<file path="config.mk">
export PLATFORM = sky130hd
export DESIGN_NAME = lbk_status_latch
export DESIGN_NICKNAME = d
export VERILOG_FILES = /design/src/rtl/lbk_pkg.sv /design/src/rtl/lbk_edge_detect.sv /design/src/rtl/lbk_err_tracker.sv /design/src/rtl/lbk_status_reg.sv /design/src/rtl/lbk_status_latch.sv
export SDC_FILE = /design/constraint.sdc
export NUM_CORES = 1
export LEC_CHECK = 0
export ABC_CLOCK_PERIOD_IN_PS = 1400
export BUFFER_PORTS_ARGS = -buffer_cell sky130_fd_sc_hd__buf_2
export CORE_AREA = 4 4 41 43
export CTS_CLUSTER_DIAMETER = 80
export DETAILED_ROUTE_END_ITERATION = 8
export DIE_AREA = 0 0 45 47
export HOLD_SLACK_MARGIN = 0.03
export PLACE_DENSITY = 0.3
export REMOVE_ABC_BUFFERS = 1
export SLEW_MARGIN = 20
export SYNTH_ARGS = -nofsm -noshare
export SYNTH_HDL_FRONTEND = slang
export SYNTH_HIERARCHICAL = 1
export SYNTH_SLANG_ARGS = --single-unit
</file>
<file path="constraint.sdc">
create_clock -name clk -period 1.4 [get_ports clk]
set_input_delay 0.07 -clock clk [delete_from_list [all_inputs] [get_ports clk]]
set_output_delay 0.07 -clock clk [all_outputs]
set_load 0.01 [all_outputs]
</file>
<file path="src/rtl/lbk_pkg.sv">
// Package: shared types and the verdict rule for the loopback status latch.
// Assumes: all fields are sampled in the end-of-packet cycle.
package lbk_pkg;

    // Conditions sampled at the end of a packet
    typedef struct packed {
        logic pkt_err;   // a mismatch was seen during the packet
        logic dis;       // port disabled at the end cycle
        logic rev;       // reverse mode at the end cycle
    } lbk_sample_t;

    // Loopback is good only with no error and the port enabled in forward mode
    function automatic logic lbk_verdict(input lbk_sample_t s);
        return !(s.pkt_err || s.dis || s.rev);
    endfunction

endpackage

</file>
<file path="src/rtl/lbk_edge_detect.sv">
// Module: finds the start and end of a packet on the carrier-sense input.
// Assumes: crs_in is synchronous to clk; each event pulse lasts one cycle.
module lbk_edge_detect (
    input  logic clk,
    input  logic rst_n,
    input  logic crs_in,
    output logic rise_evt,
    output logic fall_evt
);
    logic crs_d;

    // Keep last cycle's carrier value
    always_ff @(posedge clk) begin
        if (!rst_n) crs_d <= 1'b0;
        else        crs_d <= crs_in;
    end

    assign rise_evt = crs_in & ~crs_d;
    assign fall_evt = ~crs_in & crs_d;
endmodule

</file>
<file path="src/rtl/lbk_err_tracker.sv">
// Module: sticky mismatch flag for the current packet.
// Assumes: rise_evt marks the first carrier cycle; match is valid while active.
module lbk_err_tracker (
    input  logic clk,
    input  logic rst_n,
    input  logic rise_evt,
    input  logic active,
    input  logic match,
    output logic err_q
);
    // Restart on a new packet, then hold any mismatch until the next start
    always_ff @(posedge clk) begin
        if (!rst_n)                err_q <= 1'b0;
        else if (rise_evt)         err_q <= ~match;
        else if (active && !match) err_q <= 1'b1;
    end
endmodule

</file>
<file path="src/rtl/lbk_status_reg.sv">
// Module: latches the verdict once per packet end.
// Assumes: end_evt is a single-cycle pulse.
module lbk_status_reg
    import lbk_pkg::*;
(
    input  logic        clk,
    input  logic        rst_n,
    input  logic        end_evt,
    input  lbk_sample_t sample,
    output logic        status_q
);
    // Load a new verdict only at the end of a packet
    always_ff @(posedge clk) begin
        if (!rst_n)       status_q <= 1'b0;
        else if (end_evt) status_q <= lbk_verdict(sample);
    end
endmodule

</file>
<file path="src/rtl/lbk_status_latch.sv">
// Module: top of the loopback status latch. It tracks mismatches across a
// transmitted packet, samples disable and reverse at carrier fall, holds the
// result and drives the LED.
// Assumes: all inputs are synchronous to clk; the LED polarity is fixed at build.
module lbk_status_latch
    import lbk_pkg::*;
#(
    parameter bit LED_ACTIVE_LOW = 1'b1
) (
    input  logic clk,
    input  logic rst_n,
    input  logic tx_crs,
    input  logic lb_match,
    input  logic port_dis,
    input  logic rev_mode,
    output logic lb_ok,
    output logic lb_led_n
);
    logic        pkt_start;
    logic        pkt_end;
    logic        pkt_err;
    lbk_sample_t end_sample;

    lbk_edge_detect u_edge (
        .clk      (clk),
        .rst_n    (rst_n),
        .crs_in   (tx_crs),
        .rise_evt (pkt_start),
        .fall_evt (pkt_end)
    );

    lbk_err_tracker u_err (
        .clk      (clk),
        .rst_n    (rst_n),
        .rise_evt (pkt_start),
        .active   (tx_crs),
        .match    (lb_match),
        .err_q    (pkt_err)
    );

    // Gather the end-of-packet conditions
    always_comb begin
        end_sample.pkt_err = pkt_err;
        end_sample.dis     = port_dis;
        end_sample.rev     = rev_mode;
    end

    lbk_status_reg u_stat (
        .clk      (clk),
        .rst_n    (rst_n),
        .end_evt  (pkt_end),
        .sample   (end_sample),
        .status_q (lb_ok)
    );

    // LED polarity chosen at build time
    generate
        if (LED_ACTIVE_LOW) begin : g_led_low
            assign lb_led_n = ~lb_ok;
        end else begin : g_led_high
            assign lb_led_n = lb_ok;
        end
    endgenerate
endmodule

</file>
Word level (Yosys, flattened, before mapping)

Cells that the tools add are included.
W data, S select, Z words.

Register bits after elaboration: 3
Output and inout bits: 2
Logic and storage cells: 17

Multiplexer cells: 2
Bitwise logic cells: 6
Reductions and logical operators: 6

Operators by type and width:

| cell                | count |
|---|---|
| $not A1 Y1          | 4 |
| $and A1 B1 Y1       | 2 |
| $logic_not A1 Y1    | 2 |
| $logic_or A1 B1 Y1  | 2 |
| $mux W1             | 2 |
| $reduce_bool A2 Y1  | 1 |
| $logic_and A1 B1 Y1 | 1 |

Longest topological paths before layout

Gate-level depths: netlist of run 1.

Depth in word-level cells: 4
Depth in mapped cells: 3
Mapped depth without buffers: 3

By module

The synthesis of run 1 kept the hierarchy.

Modules (own cells, without submodules):

| module           | times used | cells each | area an instance (um^2) |
|---|---|---|---|
| lbk_status_reg   | 1          | 4          | 48.8 |
| lbk_err_tracker  | 1          | 4          | 41.3 |
| lbk_edge_detect  | 1          | 4          | 38.8 |
| lbk_status_latch | 1          | 1          | 3.8 |

Worst setup path after synthesis of run 1

Ideal clock, no wire load.

Path type: flip-flop to flip-flop
Start point: reg u_edge.crs_d
End point: reg u_stat.status_q
Arrival time: 0.716 ns
Path slack: 0.570 ns
Stages on the path, launching flop included: 4
Path buffers: 0
Period minus slack after synthesis: 0.830 ns
Cells stage by stage: dfxtp_1 > nor2b_1 > nor4b_2 > o21a_1

Longest elaborated chain between the ends: 1

Ends and longest elaborated chain:

| item                     | line                   | text |
|---|---|---|
| start: declaration       | lbk_edge_detect.sv:10  | `logic crs_d;` |
| start signal: assignment | lbk_edge_detect.sv:15  | `else crs_d <= crs_in;` |
| $and A1 B1 Y1            | lbk_edge_detect.sv:19  | `assign fall_evt = ~crs_in & crs_d;` |
| via pkt_end              | lbk_status_latch.sv:20 | `logic pkt_end;` |
| end signal: assignment   | lbk_status_reg.sv:15   | `else if (end_evt) status_q <= lbk_verdict(sample);` |
| end: declaration         | lbk_status_reg.sv:10   | `output logic status_q` |

The timed path passes the listed nets, and every way through them passes these cells.
A chain may end at the register's enable or synchronous reset.

Worst setup path in the final report of run 1

Ends and elaborated chain as after synthesis.

==> results of run 1 <==
final cells by class:
class | instances | area [sq um] | area share
Clock buffer | 4 | 26.28 | 0.1235
Inverter | 1 | 3.754 | 0.01765
Multi-Input combinational cell | 9 | 68.82 | 0.3235
Sequential cell | 3 | 60.06 | 0.2824
Tap cell | 15 | 18.77 | 0.08824
Timing Repair Buffer | 7 | 35.03 | 0.1647
metal layers:
metal,track usage,vias up
li1,-,64
met3,0.06897,0
met1,0.03628,50
met4,0.03509,0
met2,0.02825,11
met5,0,-
worst paths after layout:
| kind | from | end | slack, ns | cells past startpoint |
|---|---|---|---|---|
| worst min register to register | u_err/err_q | u_err/err_q | 0.49 | 2 |
| worst max-delay path | u_edge/crs_d | u_stat/status_q | 0.51 | 3 |
| worst max register to register | u_edge/crs_d | u_stat/status_q | 0.51 | 3 |
| worst min-delay path | rst_n | u_stat/status_q | 0.07 | 2 |
kinds of logic after synthesis:
logic type	synth area share
simple gates	0.3491
buf+inv	0.02827
flops	0.4528
compound gates	0.1699
metrics by stage:
stage	std cells	utilization
finish	39	0.1635
global route	39	0.1635
floorplan	13	-
CTS	39	0.1635
detailed placement	35	0.1433
global placement	35	0.1433
power groups by stage:
stage	combinational, mW	clock (mW)	sequential, mW
final	0.0200	0.153	0.0927
after global routing	0.0225	0.177	0.0930
after CTS	0.0203	0.161	0.0928
after detailed placement	0.0202	0	0.0942
after global placement	0.0201	0	0.0940
after floorplan	0.00930	0	0.0936
worst max-delay path: cells and delay by family, from the launching register on:
family	cells	cell delay, ns
flip-flops	1	0.31
AND/OR/NAND/NOR	2	0.38
AO/OA/AOI/OAI	1	0.14
sequential cells by signal, summed over array words and instances, names as in the netlist:
register and flops:
u_edge/crs_d 1, u_err/err_q 1, u_stat/status_q 1
layout by cell type, fill, tap and decap left out, drive strengths merged:
master / synthesis / routed
dfxtp: 3 / 3
nor4b: 1 / 1
o21a: 1 / 1
nand2b: 1 / 1
buf: 0 / 7
o21bai: 1 / 1
clkbuf: 0 / 4
and2: 1 / 1
a21boi: 1 / 1
inv: 1 / 1
nor2b: 3 / 3
==> impl_results.html, run 1 <==
<table>
<tr><th>Metric</th><th>Value</th></tr>
<tr><th colspan="2">STA</th></tr>
<tr><td>Crit path time final</td><td>0.8856 ns</td></tr>
<tr><td>Setup violators final</td><td>0</td></tr>
<tr><td>Worst clock skew</td><td>0.002259 ns</td></tr>
<tr><td>Total count of hold-check failures in the final report</td><td>0</td></tr>
<tr><td>Share of the cycle needed by the critical path after routing</td><td>0.6326</td></tr>
<tr><td>Setup TNS</td><td>0 ns</td></tr>
<tr><td>Worst hold slack across all endpoints</td><td>about 0.07 ns</td></tr>
<tr><td>Slew margin rel.</td><td>0.8773</td></tr>
<tr><td>RSZ-0062 raised after global routing</td><td>false</td></tr>
<tr><td>Number of max-slew violations in the final report</td><td>0</td></tr>
<tr><td>Peak clock frequency supported by timing</td><td>around 1100 MHz</td></tr>
<tr><td>Transition time at the pin with the least slew margin</td><td>0.1836 ns</td></tr>
<tr><td>Setup slack after layout</td><td>0.5144 ns</td></tr>
<tr><th colspan="2">Power</th></tr>
<tr><td>Ratio of total power to cell area</td><td>1247 nW/um^2</td></tr>
<tr><td>Switching power</td><td>~0.056 mW</td></tr>
<tr><td>PnR Total Power</td><td>approximately 0.27 mW</td></tr>
<tr><td>Pleak</td><td>0.09008 nW</td></tr>
<tr><td>Worst-case vdd ir drop</td><td>between 0.4 and 0.5 mV</td></tr>
<tr><td>Internal power</td><td>0.2091 mW</td></tr>
<tr><td>Clk network pwr share</td><td>0.575</td></tr>
<tr><td>Register share of total power</td><td>0.349</td></tr>
<tr><td>Gate power share</td><td>0.075</td></tr>
<tr><td>Switch share</td><td>0.2116</td></tr>
<tr><th colspan="2">Run</th></tr>
<tr><td>Max-cap viol count</td><td>0</td></tr>
<tr><th colspan="2">Synthesis</th></tr>
<tr><td>Mapped Area</td><td>132.6 sq um</td></tr>
<tr><td>Yosys reg bits</td><td>3</td></tr>
<tr><td>Number of warnings issued by yosys</td><td>6</td></tr>
<tr><td>Biggest area consumer among synthesized cells</td><td>dfxtp_1</td></tr>
<tr><td>Largest cells by area after synthesis</td><td>dfxtp_1 (45%), nor2b_1 (14%), nor4b_2 (11%)</td></tr>
<tr><td>Number of cells produced by synthesis</td><td>13</td></tr>
<tr><td>EDFF count, synth</td><td>0</td></tr>
<tr><td>Syn Area/Cell</td><td>10.20 sq um</td></tr>
<tr><td>Share of flip-flops with an asynchronous set or reset after synthesis</td><td>0</td></tr>
<tr><td>Synth Flop Type</td><td>dfxtp_1</td></tr>
<tr><td>Leading cell types by count after synthesis</td><td>dfxtp_1 (3), nor2b_1 (3)</td></tr>
<tr><td>Portion of the post-synthesis area used by sequential elements</td><td>0.4528</td></tr>
<tr><td>Number of distinct standard cells referenced by the synthesized netlist</td><td>9</td></tr>
<tr><td>Fraction of post-synthesis cell area in the top cell type by area</td><td>0.4528</td></tr>
<tr><th colspan="2">Placement</th></tr>
<tr><td>Count of input and output buffers</td><td>7</td></tr>
<tr><td>DP Area</td><td>between 150 and 200 sq um</td></tr>
<tr><td>DP Worst Slack</td><td>0.5098 ns</td></tr>
<tr><td>Routability congestion estimate</td><td>slightly below 0.6</td></tr>
<tr><th colspan="2">Worst setup path</th></tr>
<tr><td>Longest individual stage delay on the worst path</td><td>0.31 ns</td></tr>
<tr><td>Worst path arrival time</td><td>1.06 ns</td></tr>
<tr><td>Critical path required time</td><td>1.58 ns</td></tr>
<tr><td>Kind of start point of the critical path</td><td>register</td></tr>
<tr><td>Crit-path slowest cell</td><td>dfxtp_1</td></tr>
<tr><td>Cell breakdown of the critical path</td><td>nor2b_1 -&gt; nor4b_2 -&gt; o21a_1</td></tr>
<tr><td>Kind of critical path</td><td>reg2reg</td></tr>
<tr><td>Largest fanout on the critical path</td><td>2</td></tr>
<tr><td>Critical Path Sink Type</td><td>register</td></tr>
<tr><th colspan="2">Detailed routing</th></tr>
<tr><td>Wl on met1</td><td>135 um</td></tr>
<tr><td>Amount of wire on met3 after detailed routing</td><td>~89 um</td></tr>
<tr><td>Remaining routing DRC violations</td><td>0</td></tr>
<tr><td>Number of iterations in the first detailed-routing pass</td><td>2</td></tr>
<tr><td>Final antenna-violating net count</td><td>0</td></tr>
<tr><td>Sum of met2 wire segment lengths after detailed routing</td><td>~75 um</td></tr>
<tr><td>Highest metal layer with signal wires</td><td>met3</td></tr>
<tr><td>Average wire length per cell after detail routing</td><td>7.692 um</td></tr>
<tr><td>Vias after detailed routing</td><td>125</td></tr>
<tr><td>Initial drt markers</td><td>1</td></tr>
<tr><td>Routed via count divided by cell count</td><td>between 3 and 4</td></tr>
<tr><td>DRT Wirelength</td><td>300 um</td></tr>
<tr><th colspan="2">Floorplan</th></tr>
<tr><td>Die width</td><td>45 um</td></tr>
<tr><td>Number of top-level design ports</td><td>8</td></tr>
<tr><td>Die outline height</td><td>47 um</td></tr>
<tr><td>Overall die area</td><td>~2100 sq um</td></tr>
<tr><td>Initial cell density of the core</td><td>0.1019</td></tr>
<tr><td>Core Region</td><td>1301 sq um</td></tr>
<tr><td># rows</td><td>13</td></tr>
<tr><th colspan="2">Global route</th></tr>
<tr><td>Wire length of the first global-routing pass</td><td>434 um</td></tr>
<tr><td>Overflow left after global routing</td><td>0</td></tr>
<tr><td>Number of antenna violations at the first check in global routing</td><td>0</td></tr>
<tr><td>Maximum number of pins on one net before global-route repair</td><td>5</td></tr>
<tr><td>Via count of the first global-routing pass</td><td>109</td></tr>
<tr><td>Total routing usage reported by global routing</td><td>0.03946</td></tr>
<tr><th colspan="2">Layout</th></tr>
<tr><td>Number of inserted filler cells in the final layout</td><td>between 150 and 200</td></tr>
<tr><td>Number of antenna diodes</td><td>0</td></tr>
<tr><td>Area Overhead vs Synth</td><td>60.38%</td></tr>
<tr><td>Ratio of cells with drive above 1 in the final layout</td><td>0.4583</td></tr>
<tr><td>Summed area of non-filler cells in the final layout</td><td>212.7 sq um</td></tr>
<tr><td>Final net count</td><td>31</td></tr>
<tr><th colspan="2">Clocking</th></tr>
<tr><td>Hold-fix buffers, CTS</td><td>0</td></tr>
<tr><td>CTS Root Cell</td><td>clkbuf_4</td></tr>
<tr><td>TritonCTS clock tree</td><td>done</td></tr>
<tr><td>Clock latency reported for the late side of the worst-skew pair</td><td>between 0.2 and 0.25 ns</td></tr>
<tr><td>Clock sink count</td><td>3</td></tr>
<tr><td>H-Tree Depth</td><td>1</td></tr>
<tr><td>Worst-path clk slew</td><td>roughly 0.040 ns</td></tr>
<tr><td>Maximum clock path buffer count</td><td>2</td></tr>
<tr><td>CTS Buf Count</td><td>3</td></tr>
<tr><td>Number of instances resized during post-cts repair</td><td>0</td></tr>
<tr><td>Setup Buffers After CTS</td><td>0</td></tr>
<tr><th colspan="2">Min path</th></tr>
<tr><td>Kind of path behind the tightest hold check</td><td>in2reg</td></tr>
<tr><th colspan="2">Run status</th></tr>
<tr><td>Result of the run</td><td>finished clean</td></tr>
</table>
Power figures use the tool's default switching activity.
==> run 2, diff against run 1 <==
- ABC_CLOCK_PERIOD_IN_PS: 1400 -> 800
- clock period: 1.4 -> 0.8 ns (I/O delays scaled with it)
==> run 2 against run 1 <==
  * The flow now finishes with violations (setup timing)
  * Fmax is 7.7% higher
  * Sequential share of layout area is 4.0 points lower
  * Die area stayed put
  * Sequential power is 79% higher
  * Clock-buffer cell count stayed put
  * Wire length is 13% higher
  * Power is 83% higher
  * Clock skew hardly changed
  * Core utilization is 3.1 points higher
==> impl_results.html, run 2 (synthesis gave the netlist of run 1 again) <==
<table>
<tr><th>Metric</th><th>Value</th></tr>
<tr><th colspan="2">Floorplan</th></tr>
<tr><td>Number of top-level design ports</td><td>8 (unchanged)</td></tr>
<tr><td>Core Region</td><td>1301 sq um (unchanged)</td></tr>
<tr><td>Initial cell density of the core</td><td>0.1019 (unchanged)</td></tr>
<tr><td>Overall die area</td><td>2115 sq um (unchanged)</td></tr>
<tr><td>Die width</td><td>45 um (unchanged)</td></tr>
<tr><td># rows</td><td>13 (unchanged)</td></tr>
<tr><td>Die outline height</td><td>47 um (unchanged)</td></tr>
<tr><th colspan="2">Power</th></tr>
<tr><td>PnR Total Power</td><td>0.4846 mW (+83%)</td></tr>
<tr><td>Ratio of total power to cell area</td><td>1917 nW/um^2 (+54%)</td></tr>
<tr><td>Pleak</td><td>0.1100 nW (+22%)</td></tr>
<tr><td>Worst-case vdd ir drop</td><td>0.5347 mV (+20%)</td></tr>
<tr><th colspan="2">Worst setup path</th></tr>
<tr><td>Kind of start point of the critical path</td><td>register</td></tr>
<tr><td>Largest fanout on the critical path</td><td>2 (unchanged)</td></tr>
<tr><td>Critical path required time</td><td>0.98 ns (-0.60 ns)</td></tr>
<tr><td>Longest individual stage delay on the worst path</td><td>0.31 ns (about the same)</td></tr>
<tr><td>Cell breakdown of the critical path</td><td>nor2b_4 -&gt; nor4b_4 -&gt; o21a_1</td></tr>
<tr><td>Crit-path slowest cell</td><td>dfxtp_2</td></tr>
<tr><td>Worst Reg-to-Reg Cells</td><td>3 (unchanged)</td></tr>
<tr><td>Worst path arrival time</td><td>1.00 ns (-0.06 ns)</td></tr>
<tr><td>Kind of critical path</td><td>reg2reg</td></tr>
<tr><td>Critical Path Sink Type</td><td>register</td></tr>
<tr><th colspan="2">Min path</th></tr>
<tr><td>Hold depth</td><td>2 (unchanged)</td></tr>
<tr><td>Kind of path behind the tightest hold check</td><td>in2reg</td></tr>
<tr><th colspan="2">STA</th></tr>
<tr><td>Share of the cycle needed by the critical path after routing</td><td>1.028 (+0.3955)</td></tr>
<tr><td>Transition time at the pin with the least slew margin</td><td>0.2032 ns (+0.01959 ns)</td></tr>
<tr><td>Crit path time final</td><td>0.8225 ns (-0.06314 ns)</td></tr>
<tr><td>RSZ-0062 raised after global routing</td><td>true</td></tr>
<tr><td>Setup violators final</td><td>2 (+2)</td></tr>
<tr><td>Setup slack after layout</td><td>-0.02250 ns (-0.5369 ns)</td></tr>
<tr><td>Number of max-slew violations in the final report</td><td>0 (unchanged)</td></tr>
<tr><td>Worst clock skew</td><td>0.001913 ns (-0.0003453 ns)</td></tr>
<tr><td>Peak clock frequency supported by timing</td><td>1216 MHz (+7.7%)</td></tr>
<tr><td>Slew margin rel.</td><td>0.8643 (-0.01293)</td></tr>
<tr><td>Setup TNS</td><td>-0.04279 ns (-0.04279 ns)</td></tr>
<tr><td>Total count of hold-check failures in the final report</td><td>0 (unchanged)</td></tr>
<tr><th colspan="2">Detailed routing</th></tr>
<tr><td>Average wire length per cell after detail routing</td><td>8.475 um (+10%)</td></tr>
<tr><td>Vias after detailed routing</td><td>135 (+8.0%)</td></tr>
<tr><td>Final antenna-violating net count</td><td>0 (unchanged)</td></tr>
<tr><td>Routed via count divided by cell count</td><td>3.375 (+5.3%)</td></tr>
<tr><td>Initial drt markers</td><td>4 (+3)</td></tr>
<tr><td>DRT Wirelength</td><td>339 um (+13%)</td></tr>
<tr><td>Number of iterations in the first detailed-routing pass</td><td>2 (unchanged)</td></tr>
<tr><td>Remaining routing DRC violations</td><td>0 (unchanged)</td></tr>
<tr><th colspan="2">Clocking</th></tr>
<tr><td>CTS Buf Count</td><td>3 (unchanged)</td></tr>
<tr><td>CTS Root Cell</td><td>clkbuf_4</td></tr>
<tr><td>H-Tree Depth</td><td>1 (unchanged)</td></tr>
<tr><td>Worst-path clk slew</td><td>0.04 ns (about the same)</td></tr>
<tr><td>TritonCTS clock tree</td><td>done</td></tr>
<tr><td>Maximum clock path buffer count</td><td>2 (unchanged)</td></tr>
<tr><td>Clock sink count</td><td>3 (unchanged)</td></tr>
<tr><td>Clock latency reported for the late side of the worst-skew pair</td><td>0.23 ns (about the same)</td></tr>
<tr><th colspan="2">Layout</th></tr>
<tr><td>Ratio of cells with drive above 1 in the final layout</td><td>0.6400 (+0.1817)</td></tr>
<tr><td>Largest registers ranked by flip-flop count</td><td>u_edge/crs_d (1), u_err/err_q (1), u_stat/status_q (1)</td></tr>
<tr><td>Most common cell after layout, fill and taps aside</td><td>buf_2</td></tr>
<tr><td>Final net count</td><td>32 (+3.2%)</td></tr>
<tr><td>Number of antenna diodes</td><td>0 (unchanged)</td></tr>
<tr><td>Commonest cells after routing, fill and taps aside</td><td>buf_2 (7), clkbuf_4 (3), nor2b_4 (2), dfxtp_1 (2)</td></tr>
<tr><td>Area Overhead vs Synth</td><td>90.57%</td></tr>
<tr><th colspan="2">Global route</th></tr>
<tr><td>Total routing usage reported by global routing</td><td>0.03946 (unchanged)</td></tr>
<tr><td>Number of antenna violations at the first check in global routing</td><td>0 (unchanged)</td></tr>
<tr><td>Maximum number of pins on one net before global-route repair</td><td>5 (unchanged)</td></tr>
<tr><td>Overflow left after global routing</td><td>0 (unchanged)</td></tr>
<tr><td>Via count of the first global-routing pass</td><td>116 (+6.4%)</td></tr>
<tr><td>Wire length of the first global-routing pass</td><td>489 um (+13%)</td></tr>
<tr><th colspan="2">Placement</th></tr>
<tr><td>DP Worst Slack</td><td>-0.07701 ns (-0.5868 ns)</td></tr>
<tr><td>Routability congestion estimate</td><td>0.5914 (+1.0%)</td></tr>
<tr><td>Count of input and output buffers</td><td>7 (unchanged)</td></tr>
<tr><th colspan="2">Run status</th></tr>
<tr><td>Violations in the final reports</td><td>setup timing</td></tr>
<tr><td>Result of the run</td><td>finished with violations</td></tr>
<tr><th colspan="2">Run</th></tr>
<tr><td>Max-cap viol count</td><td>0 (unchanged)</td></tr>
</table>
## run 2: worst max-delay path, delay by kind of cell, from the launching register on
family / cells / cell delay (ns)
simple gates: 2 / 0.33
flops: 1 / 0.31
compound gates: 1 / 0.13
## run 2: what timing repair did
action                     in CTS  in global routing
setup endpoints to repair       1                  3
buffers inserted                1                  0
hold buffers                    0                  0
gates resized for setup         5                  2
pin swaps                       1                  0
## run 2: metal layers
| metal | track usage | share of wire | vias to the layer above |
|---|---|---|---|
| met5 | 0 | 0 | - |
| met4 | 0.03509 | 0 | 0 |
| met3 | 0.04981 | 0.15 | 0 |
| met2 | 0.02825 | 0.34 | 8 |
| met1 | 0.04762 | 0.51 | 60 |
| li1 | - | - | 67 |
## run 2: layout make-up
cell class,count,area [sq um]
clock buffer,4,26.28
fill,159,1049
inverter,1,3.754
multi-input combinational,9,100.1
sequential,3,61.31
tap,15,18.77
timing repair buffer,8,42.54
## run 2: final timing paths
check	startpoint	to	slack [ns]
hold reg to reg	u_err/err_q	u_err/err_q	0.53
setup reg to reg	u_edge/crs_d	u_stat/status_q	-0.02
hold / removal	rst_n	u_stat/status_q	0.05
setup / recovery	u_edge/crs_d	u_stat/status_q	-0.02
## run 2: through the flow
step                  util  instances  hold WS (ns)  area (sq um)
floorplan                -         13        0.1575         132.6
global placement    0.1433         35        0.2916         186.4
detailed placement  0.1433         35        0.2847         186.4
CTS                 0.1846         40       0.04048         240.2
global route        0.1942         40       0.04302         252.7
finish              0.1942         40       0.04563         252.7
## run 2: power by group
part	internal, mW	switching (mW)	total [mW]
Sequential	0.158	0.00765	0.166
Clock	0.187	0.0765	0.263
Combinational	0.0347	0.0206	0.0553
